### src/rtl/xmb_pkg.sv
package xmb_pkg;

   localparam int BLK_PER_MB = 32;
   localparam int MB_IDX_W   = 5;
   localparam int MAX_MB     = 32;

   typedef enum logic {
      LINK_FREE   = 1'b0,
      LINK_SYNCED = 1'b1
   } link_mode_e;

   function automatic int emb_width(input int mbs);
      return $clog2(mbs * BLK_PER_MB);
   endfunction

endpackage

### src/rtl/xmb_sysref_sync.sv
module xmb_sysref_sync #(
   parameter int STAGES = 2
) (
   input  logic clk_i,
   input  logic rst_i,
   input  logic sysref_i,
   output logic rise_o
);

   logic [STAGES-1:0] sr_q;

   always_ff @(posedge clk_i) begin
      if (rst_i) begin
         sr_q <= '0;
      end else begin
         sr_q <= {sr_q[STAGES-2:0], sysref_i};
      end
   end

   // Edge taken between the last two stages: latency equals STAGES edges.
   assign rise_o = sr_q[STAGES-2] & ~sr_q[STAGES-1];


   rise_single_chk: assert property (@(posedge clk_i) disable iff (rst_i)
      rise_o |=> !rise_o);

endmodule

### src/rtl/xmb_count_core.sv
module xmb_count_core import xmb_pkg::*; #(
   parameter int MB_PER_EMB = 1,
   localparam int TOTAL = MB_PER_EMB * BLK_PER_MB,
   localparam int CW    = emb_width(MB_PER_EMB)
) (
   input  logic          clk_i,
   input  logic          rst_i,
   input  logic          load_i,
   input  logic          run_i,
   output logic [CW-1:0] count_o,
   output logic          last_emb_o,
   output logic          last_mb_o
);

   localparam logic [CW-1:0] TOP_V = CW'(TOTAL - 1);

   logic [CW-1:0] count_q;
   logic [CW-1:0] count_nxt;

   generate
      if ((TOTAL & (TOTAL - 1)) == 0) begin : g_pow2_wrap
         always_comb count_nxt = count_q + CW'(1);
      end else begin : g_cmp_wrap
         always_comb count_nxt = (count_q == TOP_V) ? '0 : count_q + CW'(1);
      end
   endgenerate

   always_ff @(posedge clk_i) begin
      if (rst_i) begin
         count_q <= '0;
      end else if (load_i) begin
         count_q <= '0;
      end else if (run_i) begin
         count_q <= count_nxt;
      end
   end

   assign count_o    = count_q;
   assign last_emb_o = (count_q == TOP_V);
   assign last_mb_o  = &count_q[MB_IDX_W-1:0];


   count_range_chk: assert property (@(posedge clk_i) disable iff (rst_i)
      count_q <= TOP_V);


   top_to_zero_chk: assert property (@(posedge clk_i) disable iff (rst_i)
      (count_q == TOP_V) && (run_i || load_i) |=> count_q == '0);


   step_one_chk: assert property (@(posedge clk_i) disable iff (rst_i)
      (run_i && !load_i && count_q != TOP_V) |=> count_q == $past(count_q) + CW'(1));


   hold_zero_chk: assert property (@(posedge clk_i) disable iff (rst_i)
      (!run_i && !load_i) |=> $stable(count_q));

endmodule

### src/rtl/xmb_align_monitor.sv
module xmb_align_monitor import xmb_pkg::*; #(
   parameter int MB_PER_EMB = 1,
   localparam int TOTAL = MB_PER_EMB * BLK_PER_MB,
   localparam int CW    = emb_width(MB_PER_EMB)
) (
   input  logic          clk_i,
   input  logic          rst_i,
   input  link_mode_e    mode_i,
   input  logic          rise_i,
   input  logic          rearm_i,
   input  logic [CW-1:0] count_i,
   output logic          load_o,
   output logic          run_o,
   output logic          seen_o,
   output logic          err_o
);

   localparam logic [CW-1:0] TOP_V = CW'(TOTAL - 1);

   logic seen_q;
   logic err_q;
   logic synced;
   logic on_boundary;

   assign synced      = (mode_i == LINK_SYNCED);
   assign on_boundary = (count_i == TOP_V);

   always_ff @(posedge clk_i) begin
      if (rst_i) begin
         seen_q <= 1'b0;
         err_q  <= 1'b0;
      end else if (synced && rise_i) begin
         if (!seen_q) begin
            seen_q <= 1'b1;
         end else if (!on_boundary) begin
            err_q <= 1'b1;
         end
      end
   end

   assign load_o = synced && rise_i && (!seen_q || rearm_i);
   assign run_o  = !synced || seen_q;
   assign seen_o = seen_q;
   assign err_o  = err_q;


   seen_sticky_chk: assert property (@(posedge clk_i) disable iff (rst_i)
      seen_q |=> seen_q);


   err_sticky_chk: assert property (@(posedge clk_i) disable iff (rst_i)
      err_q |=> err_q);


   err_cause_chk: assert property (@(posedge clk_i) disable iff (rst_i)
      $rose(err_q) |-> $past(rise_i) && $past(count_i) != TOP_V);

endmodule

### src/rtl/xmb_phase_counter.sv
module xmb_phase_counter import xmb_pkg::*; #(
   parameter int MB_PER_EMB  = 1,
   parameter int SYNC_STAGES = 2,
   localparam int CW = emb_width(MB_PER_EMB)
) (
   input  logic          clk_i,
   input  logic          rst_i,
   input  logic          sysref_i,
   input  logic          det_mode_i,
   input  logic          rearm_i,
   output logic [CW-1:0] count_o,
   output logic          emb_wrap_o,
   output logic          mb_wrap_o,
   output logic          sysref_seen_o,
   output logic          align_err_o
);

   generate
      if (MB_PER_EMB < 1 || MB_PER_EMB > MAX_MB) begin : g_bad_mb
         $error("MB_PER_EMB must lie in 1..32");
      end
      if (SYNC_STAGES < 2) begin : g_bad_sync
         $error("SYNC_STAGES must be at least 2");
      end
   endgenerate

   link_mode_e    mode;
   logic          sr_rise;
   logic          load;
   logic          run;
   logic [CW-1:0] count;

   assign mode = link_mode_e'(det_mode_i);

   xmb_sysref_sync #(
      .STAGES (SYNC_STAGES)
   ) u_sync (
      .clk_i    (clk_i),
      .rst_i    (rst_i),
      .sysref_i (sysref_i),
      .rise_o   (sr_rise)
   );

   xmb_align_monitor #(
      .MB_PER_EMB (MB_PER_EMB)
   ) u_mon (
      .clk_i   (clk_i),
      .rst_i   (rst_i),
      .mode_i  (mode),
      .rise_i  (sr_rise),
      .rearm_i (rearm_i),
      .count_i (count),
      .load_o  (load),
      .run_o   (run),
      .seen_o  (sysref_seen_o),
      .err_o   (align_err_o)
   );

   xmb_count_core #(
      .MB_PER_EMB (MB_PER_EMB)
   ) u_core (
      .clk_i      (clk_i),
      .rst_i      (rst_i),
      .load_i     (load),
      .run_i      (run),
      .count_o    (count),
      .last_emb_o (emb_wrap_o),
      .last_mb_o  (mb_wrap_o)
   );

   assign count_o = count;


   realign_lat_chk: assert property (@(posedge clk_i) disable iff (rst_i)
      (det_mode_i && sr_rise && (!sysref_seen_o || rearm_i)) |=> count_o == '0);


   emb_wrap_chk: assert property (@(posedge clk_i) disable iff (rst_i)
      emb_wrap_o |=> count_o == '0);


   free_no_err_chk: assert property (@(posedge clk_i) disable iff (rst_i)
      !det_mode_i |-> !align_err_o && !sysref_seen_o);


   reset_clear_chk: assert property (@(posedge clk_i)
      rst_i |=> count_o == '0 && !align_err_o && !sysref_seen_o);

endmodule

### config.mk
export PLATFORM = sky130hd
export DESIGN_NAME = xmb_phase_counter
export DESIGN_NICKNAME = d
export VERILOG_FILES = /design/src/rtl/xmb_pkg.sv /design/src/rtl/xmb_sysref_sync.sv /design/src/rtl/xmb_count_core.sv /design/src/rtl/xmb_align_monitor.sv /design/src/rtl/xmb_phase_counter.sv
export SDC_FILE = /design/constraint.sdc
export NUM_CORES = 1
export LEC_CHECK = 0
export BUFFER_PORTS_ARGS = -buffer_cell sky130_fd_sc_hd__buf_2
export CORE_AREA = 2 2 39 41
export CTS_CLUSTER_DIAMETER = 120
export CTS_CLUSTER_SIZE = 14
export DETAILED_ROUTE_END_ITERATION = 16
export DIE_AREA = 0 0 41 43
export PLACE_DENSITY = 0.55
export SLEW_MARGIN = 30
export SYNTH_ARGS = -nofsm -noshare
export SYNTH_HDL_FRONTEND = slang
export SYNTH_HIERARCHICAL = 1
export SYNTH_SLANG_ARGS = --single-unit
### constraint.sdc
create_clock -name clk_i -period 2.14 [get_ports clk_i]
set_clock_uncertainty 0.2 [all_clocks]
set_input_delay 0.107 -clock clk_i [delete_from_list [all_inputs] [get_ports clk_i]]
set_output_delay 0.107 -clock clk_i [all_outputs]
set_load 0.005 [all_outputs]
# == Yosys cells after proc, flatten, opt, wreduce, memory -nomap -nowiden ==
# Index checks and enable logic that the tools add are counted.
# totals
ff_bits,9
inputBits,5
output_inout_bits,9
# classes
addsub,1
eq_ne,1
n_bitwise,3
n_reduce_logical,9
# op_table
cell,count
$add 5x1->5 const B,1
$eq 5x5->1 const B,1
$reduce_and 5->1,1
$reduce_and 3->1,1
$logic_and 1x1->1,2
$logic_not 1->1,2
$logic_or 1x1->1,2
$not 1->1,2
$reduce_or 2->1,1
$and 1x1->1,1

# == Depth between registers and ports, before layout ==
# Gate-level depths: netlist (run 1).
# depth
word_depth,5
ltp_mapped,5

# == By module ==
# Netlist (run 1), hierarchy kept.
# modules_own_cells
module,instances,cells_each,area_per_inst_um2,seq_area_each_um2
xmb_count_core,1,23,255.2,100.1
xmb_align_monitor,1,13,95.1,40.0
xmb_sysref_sync,1,5,61.3,40.0

# == Worst setup path before layout (run 1) ==
# No wires, ideal clock.
# synth_path
path_kind,flip-flop to flip-flop
start,"reg u_core.count_q[0], in the netlist u_core/count_o[0]"
end,"reg u_core.count_q[4], in the netlist u_core/count_o[4]"
setup_time_ns,0.134
arrival_time_ns,1.170
required_ns,1.806
slack_ns,0.636
stages_incl_launch_ff,6
period_less_slack_ns,1.504
path_cell_list,dfxtp_1 > ha_1 > and3_1 > ha_1 > mux2i_1 > nor3_1
# synth_via
elab_chain_len,1
# synth_rtl
item,line_no,text
"start, declared",xmb_count_core.sv:17,logic [CW-1:0] count_q;
"start signal, assigned",xmb_count_core.sv:34,count_q <= count_nxt;
$add 5x1->5,xmb_count_core.sv:22,always_comb count_nxt = count_q + CW'(1);
via u_core.count_nxt[4],xmb_count_core.sv:18,logic [CW-1:0] count_nxt;
# The timed path passes the listed nets, and every way through them passes these cells.
# A chain may end at the register's enable or synchronous reset.

# == Worst setup path after layout (run 1) ==
# layout_path
start,"reg u_core.count_q[0], in the netlist u_core/count_o[0]"
end,out mb_wrap_o
# layout_via
elab_chain_len,1
# layout_rtl
item,line_no,text
$reduce_and 5->1,xmb_count_core.sv:40,assign last_mb_o = &count_q[MB_IDX_W-1:0];
"end, declared",xmb_phase_counter.sv:13,"output logic mb_wrap_o,"
# No other way between the ends.

==> results of run 1 <==
Yosys cell counts:
library cell	count	area, µm²
a21bo_2	1	10.0
ha_1	2	25.0
and3_1	1	6.26
a211oi_1	1	7.51
nand4_1	1	6.26
a21oi_1	3	15.0
o2111ai_1	1	8.76
nor2b_2	1	8.76
nand3b_1	1	7.51
mux2i_1	2	20.0
nand4_2	1	12.5
nor3_1	4	20.0
nor2_1	1	3.75
nand2b_1	1	6.26
inv_1	3	11.3
dfxtp_1	9	180
mux2_1	1	11.3
buf_4	1	7.51
buf_6	1	11.3
nor2b_1	2	12.5
xnor2_1	1	8.76
nor3b_1	1	7.51
nand2_1	1	3.75
state kept, by name (all words and copies together), names as in the netlist:
| name | cells |
|---|---|
| u_core/count_o | 5 |
| u_sync/sr_q | 2 |
| u_mon/err_o | 1 |
| u_mon/seen_o | 1 |
area by class of cell:
cell class              instances  share of cell area [%]
well taps                      16                    3.56
flip-flops and latches          9                    32.1
clock buffers                   4                    4.68
multi-input cells              27                    35.9
inverters                       3                    2.00
repair buffers                 19                    21.8
routing by layer:
metal  vias up  routed length [µm]  GRT usage, %  share of wire (%)
li1        184                   -             -                  -
met1       154                 386          17.9                 47
met2        10                 379          15.0                 46
met3         2                  44          3.14                5.4
met4         0                   8          10.0               0.98
met5         -                   0             0                  0
worst max-delay path by stage:
stage | from | end | slack, ps | depth (start not counted)
after floorplan | u_core/count_o[0] | u_core/count_o[4] | 640 | 5
after global placement | u_core/count_o[0] | u_core/count_o[4] | 620 | 5
after detailed placement | u_core/count_o[0] | u_core/count_o[4] | 610 | 5
after CTS | u_core/count_o[0] | mb_wrap_o | 460 | 4
after global routing | u_core/count_o[0] | emb_wrap_o | 400 | 4
final | u_core/count_o[0] | mb_wrap_o | 490 | 4
cell families after synthesis:
logic type	share of synthesized area (%)
buffers and inverters	7.30
and+or+nand+nor	23.1
DFF	43.8
adders and majority gates	6.08
xor gates and xnor gates	2.13
muxes	7.60
AOI/OAI and AO/OA	10.0
power breakdown:
group / switching [mW] / internal [mW]
Sequential: 0.00827 / 0.175
Clock: 0.0556 / 0.0716
Combinational: 0.0193 / 0.0242
Total: 0.0832 / 0.271
stage by stage:
step                      utilization, %  hold WS [ps]  setup slack, ps
final                               40.6           198              487
after global placement              35.1           118              618
after global routing                40.6           267              398
after floorplan                        -         -23.9              636
after detailed placement            35.1           123              610
after CTS                           40.6           198              465
worst max-delay path, stage by stage (launching register included):
cell	delay, ps
dfxtp_1	350
ha_1	240
and3_1	190
ha_1	180
buf_2	130
==> results.yml, run 1 <==
sta:
  fmax_mhz: 605
  fin_crit_ps: 1650
  timing.setup.tns_ps: 0
  final_hold_viol_count: 0
  finalMaxSlewViolations: 0
  rsz0062_at_grt: "false"
  worst_pin_slew_ps: 318
  relSlewSlack_pct: 78.8
  setup_viol: 0
  finalCritPeriodShare_pct: 77.2
pwr:
  p_per_area_nw_per_um2: 630
  power_leakage_nw: 0.278
  power_mw: 0.354
  ir_drop_mv: 0.292
final_layout:
  fillerInstances: 139
  num_antenna_cells: 0
  stdcell_count: 78
  area_growth_pct: 36.5
  mostFrequentLayoutCells: "buf_2, dfxtp_1, dlygate4sd3_1"
  fin_nets: 70
  post-route-cell-area_um2: 562
  final_common_cell: "buf_2"
  multi_input_area_um2: 201
  regArea_um2: 180
  drive_gt1_share_pct: 32.3
clock_network:
  cts_root_buf: "clkbuf_4"
  cts_max_path_buffers: 2
  cts-resized-gates: 0
  cts_tree: "done"
  clock_latency_ps: 260
  hold_buffers: 5
  cts_buffers: 3
  cts.sinks: 9
  clkTransAtPathRegs_ps: 60
  post-cts-setup-buffers: 0
  h-tree-depth: 1
worst_setup_path:
  r2r_start: "u_core/count_o[0]"
  rrSetupSlack_ps: 600
  start_kind: "flip-flop"
  critPathKind: "flip-flop to primary output"
  critPathArrivalTime_ps: 1350
  cp_data_required_time_ps: 1830
  reg2reg_depth: 5
  rr_endpoint: "u_core/count_o[4]"
  crit_path_max_fanout: 5
  cp-end-kind: "primary output"
placement:
  placed_area_um2: 485
  dp.final_hpwl_um: 566
  gp_congestion: 0.732
  placed_cells: 69
  port_buffers: 13
flow_run:
  drv_cap: 0
route:
  vias_per_cell: 4.49
  vias: 350
  drc_errors: 0
  drt_iter0_drc: 6
  wl_per_cell_um: 10.5
  ant_nets: 0
  dr.pass1.iters: 4
  finalWirelength_um: 818
global_routing:
  gr-usage-all-layers_pct: 12.5
  grt-ovfl-total: 0
  antenna_found_initial: 0
  grt_pass1_vias: 338
  grt_pass1_wl_um: 1460
  grt_max_degree: 11
floorplanning:
  fp.dieW_um: 41
  die_area_um2: 1760
  rows: 14
  ios: 14
  die_y_um: 43
  initial_core_util_pct: 29.7
  core_um2: 1380
synthesis:
  synth_nets: 48
  yosys_warnings: 6
  synth.yosys.seq_area_share_pct: 43.8
  synthesis.area_um2: 412
  synth_area_per_cell_um2: 10.0
  syn_inst: 41
  synth_seq_cells: 9
  ys_types: 23
min_path:
  hp-start: "rearm_i"
  hold_depth: 5
  holdPathEnd: "u_core/count_o[3]"
  worst_hold_path_type: "primary input to flip-flop"
outcome:
  outcome: "complete, no violations"
Power figures use the tool's default switching activity.
==> run 2: changes to the inputs <==
PLACE_DENSITY = 0.57   (was 0.55)
clock period = 1.5 ns   (was 2.14 ns; I/O delays follow)
==> results.yml, run 2 (synthesis results as in run 1) <==
route:
  wl_met1_um: 437
  finalWirelength_um: 965
  top_layer: "met4"
  drt_iter0_drc: 6
  wl_per_cell_um: 11.8
  wl_met3_um: 43
  vias: 393
  ant_nets: 0
  vias_per_cell: 4.79
  dr.pass1.iters: 5
  drc_errors: 0
  wl_met2_um: 470
global_routing:
  grt-ovfl-total: 0
  grt_pass1_wl_um: 1480
  gr-usage-all-layers_pct: 13.3
  grt_max_degree: 11
  grt_pass1_vias: 357
  antenna_found_initial: 0
min_path:
  hp-start: "rearm_i"
  worst_hold_path_type: "primary input to flip-flop"
  hold_depth: 5
  holdPathEnd: "u_core/count_o[0]"
sta:
  finalCritPeriodShare_pct: 97.7
  finalMaxSlewViolations: 0
  fin_crit_ps: 1470
  fmax_mhz: 683
  timing.final.ws_setup_ps: 34.9
  final_hold_viol_count: 0
  worst_pin_slew_ps: 218
  setup_viol: 0
  relSlewSlack_pct: 85.4
final_layout:
  fin_nets: 74
  drive_gt1_share_pct: 48.5
  area_growth_pct: 56.2
  mostFrequentLayoutCells: "buf_2, dfxtp_1, buf_4"
  final_common_cell: "buf_2"
  largest_reg_flops: 5
  num_antenna_cells: 0
worst_setup_path:
  cp_data_required_time_ps: 1440
  path_cells: "dlygate4sd3_1, clkbuf_4, nor2b_1, dlygate4sd3_1"
  slowest_delay_ps: 540
  start_kind: "primary input"
  r2r_start: "u_sync/sr_q[0]"
  cpMostUsedCell: "dlygate4sd3_1"
  rr_endpoint: "u_core/count_o[3]"
  rrSetupSlack_ps: 90
  critPathSlowestCell: "dlygate4sd3_1"
  cp-end-kind: "flip-flop"
  crit_path_max_fanout: 10
  critPathKind: "primary input to flip-flop"
  reg2reg_depth: 5
  critPathArrivalTime_ps: 1410
pwr:
  p_per_area_nw_per_um2: 824
  power_mw: 0.530
  power_leakage_nw: 0.293
  ir_drop_mv: 0.606
floorplanning:
  die_y_um: 43
  die_area_um2: 1760
  ios: 14
  fp.dieW_um: 41
  initial_core_util_pct: 29.7
  rows: 14
  core_um2: 1380
placement:
  gp_congestion: 0.739
  dp.final_hpwl_um: 675
  port_buffers: 13
  pre_cts_slack_ps: 12.3
clock_network:
  h-tree-depth: 1
  cts_max_path_buffers: 2
  clkTransAtPathRegs_ps: 60
  cts_tree: "done"
  cts.sinks: 9
  cts_buffers: 3
  cts_root_buf: "clkbuf_4"
  clock_latency_ps: 260
outcome:
  outcome: "complete, no violations"
flow_run:
  drv_cap: 0
==> run 2: final cells by class <==
class	instances	area (µm²)
Fill cell	141	741
Multi-Input combinational cell	27	238
Sequential cell	9	183
Timing Repair Buffer	23	165
Clock buffer	4	26.3
Tap cell	16	20.0
Inverter	3	11.3
==> run 2: worst max path at each step <==
stage,from,to,slack [ps],cells after the start
CTS,u_core/count_o[0],emb_wrap_o,10,4
floorplan,u_sync/sr_q[0],u_core/count_o[3],20,5
global route,u_core/count_o[1],emb_wrap_o,-4,4
global placement,u_sync/sr_q[0],u_core/count_o[3],50,5
finish,rst_i,u_sync/sr_q[0],30,4
detailed placement,u_sync/sr_q[0],u_core/count_o[3],10,5
==> run 2: worst max-delay path: cells and delay by family <==
| family | cells | cell delay, ps |
|---|---|---|
| buffers and inverters | 3 | 1270 |
| AND/OR/NAND/NOR | 1 | 50 |
==> run 2: stage by stage <==
stage          cell area, µm²  setup TNS (ps)  util, %  hold slack (ps)  cells
3_3_place_gp              518               0     37.4             89.1     73
2_1_floorplan             414               0        -            -55.9     41
6_report                  643               0     46.5              155     82
4_1_cts                   603               0     43.6              146     81
5_1_grt                   643           -5.65     46.5              171     82
3_5_place_dp              518               0     37.4             91.0     73
==> run 2: per-layer routing <==
layer | track usage [%] | vias to the layer above
met5 | 0 | -
met4 | 6.00 | 0
met3 | 7.85 | 2
met2 | 20.0 | 11
met1 | 14.1 | 180
li1 | - | 200
==> run 2: power by group <==
| group | internal, mW | leakage [nW] | switching [mW] |
|---|---|---|---|
| clock | 0.102 | 0.0150 | 0.0801 |
| sequential | 0.251 | 0.0742 | 0.00933 |
| combinational | 0.0486 | 0.204 | 0.0386 |
==> run 2: repair_timing <==
item                       in CTS  in global routing
setup endpoints to repair       3                  4
hold endpoints to repair        8                  0
buffers inserted                0                  1
pin swaps                       0                  1
hold buffers                    4                  0
resized for setup               5                  6
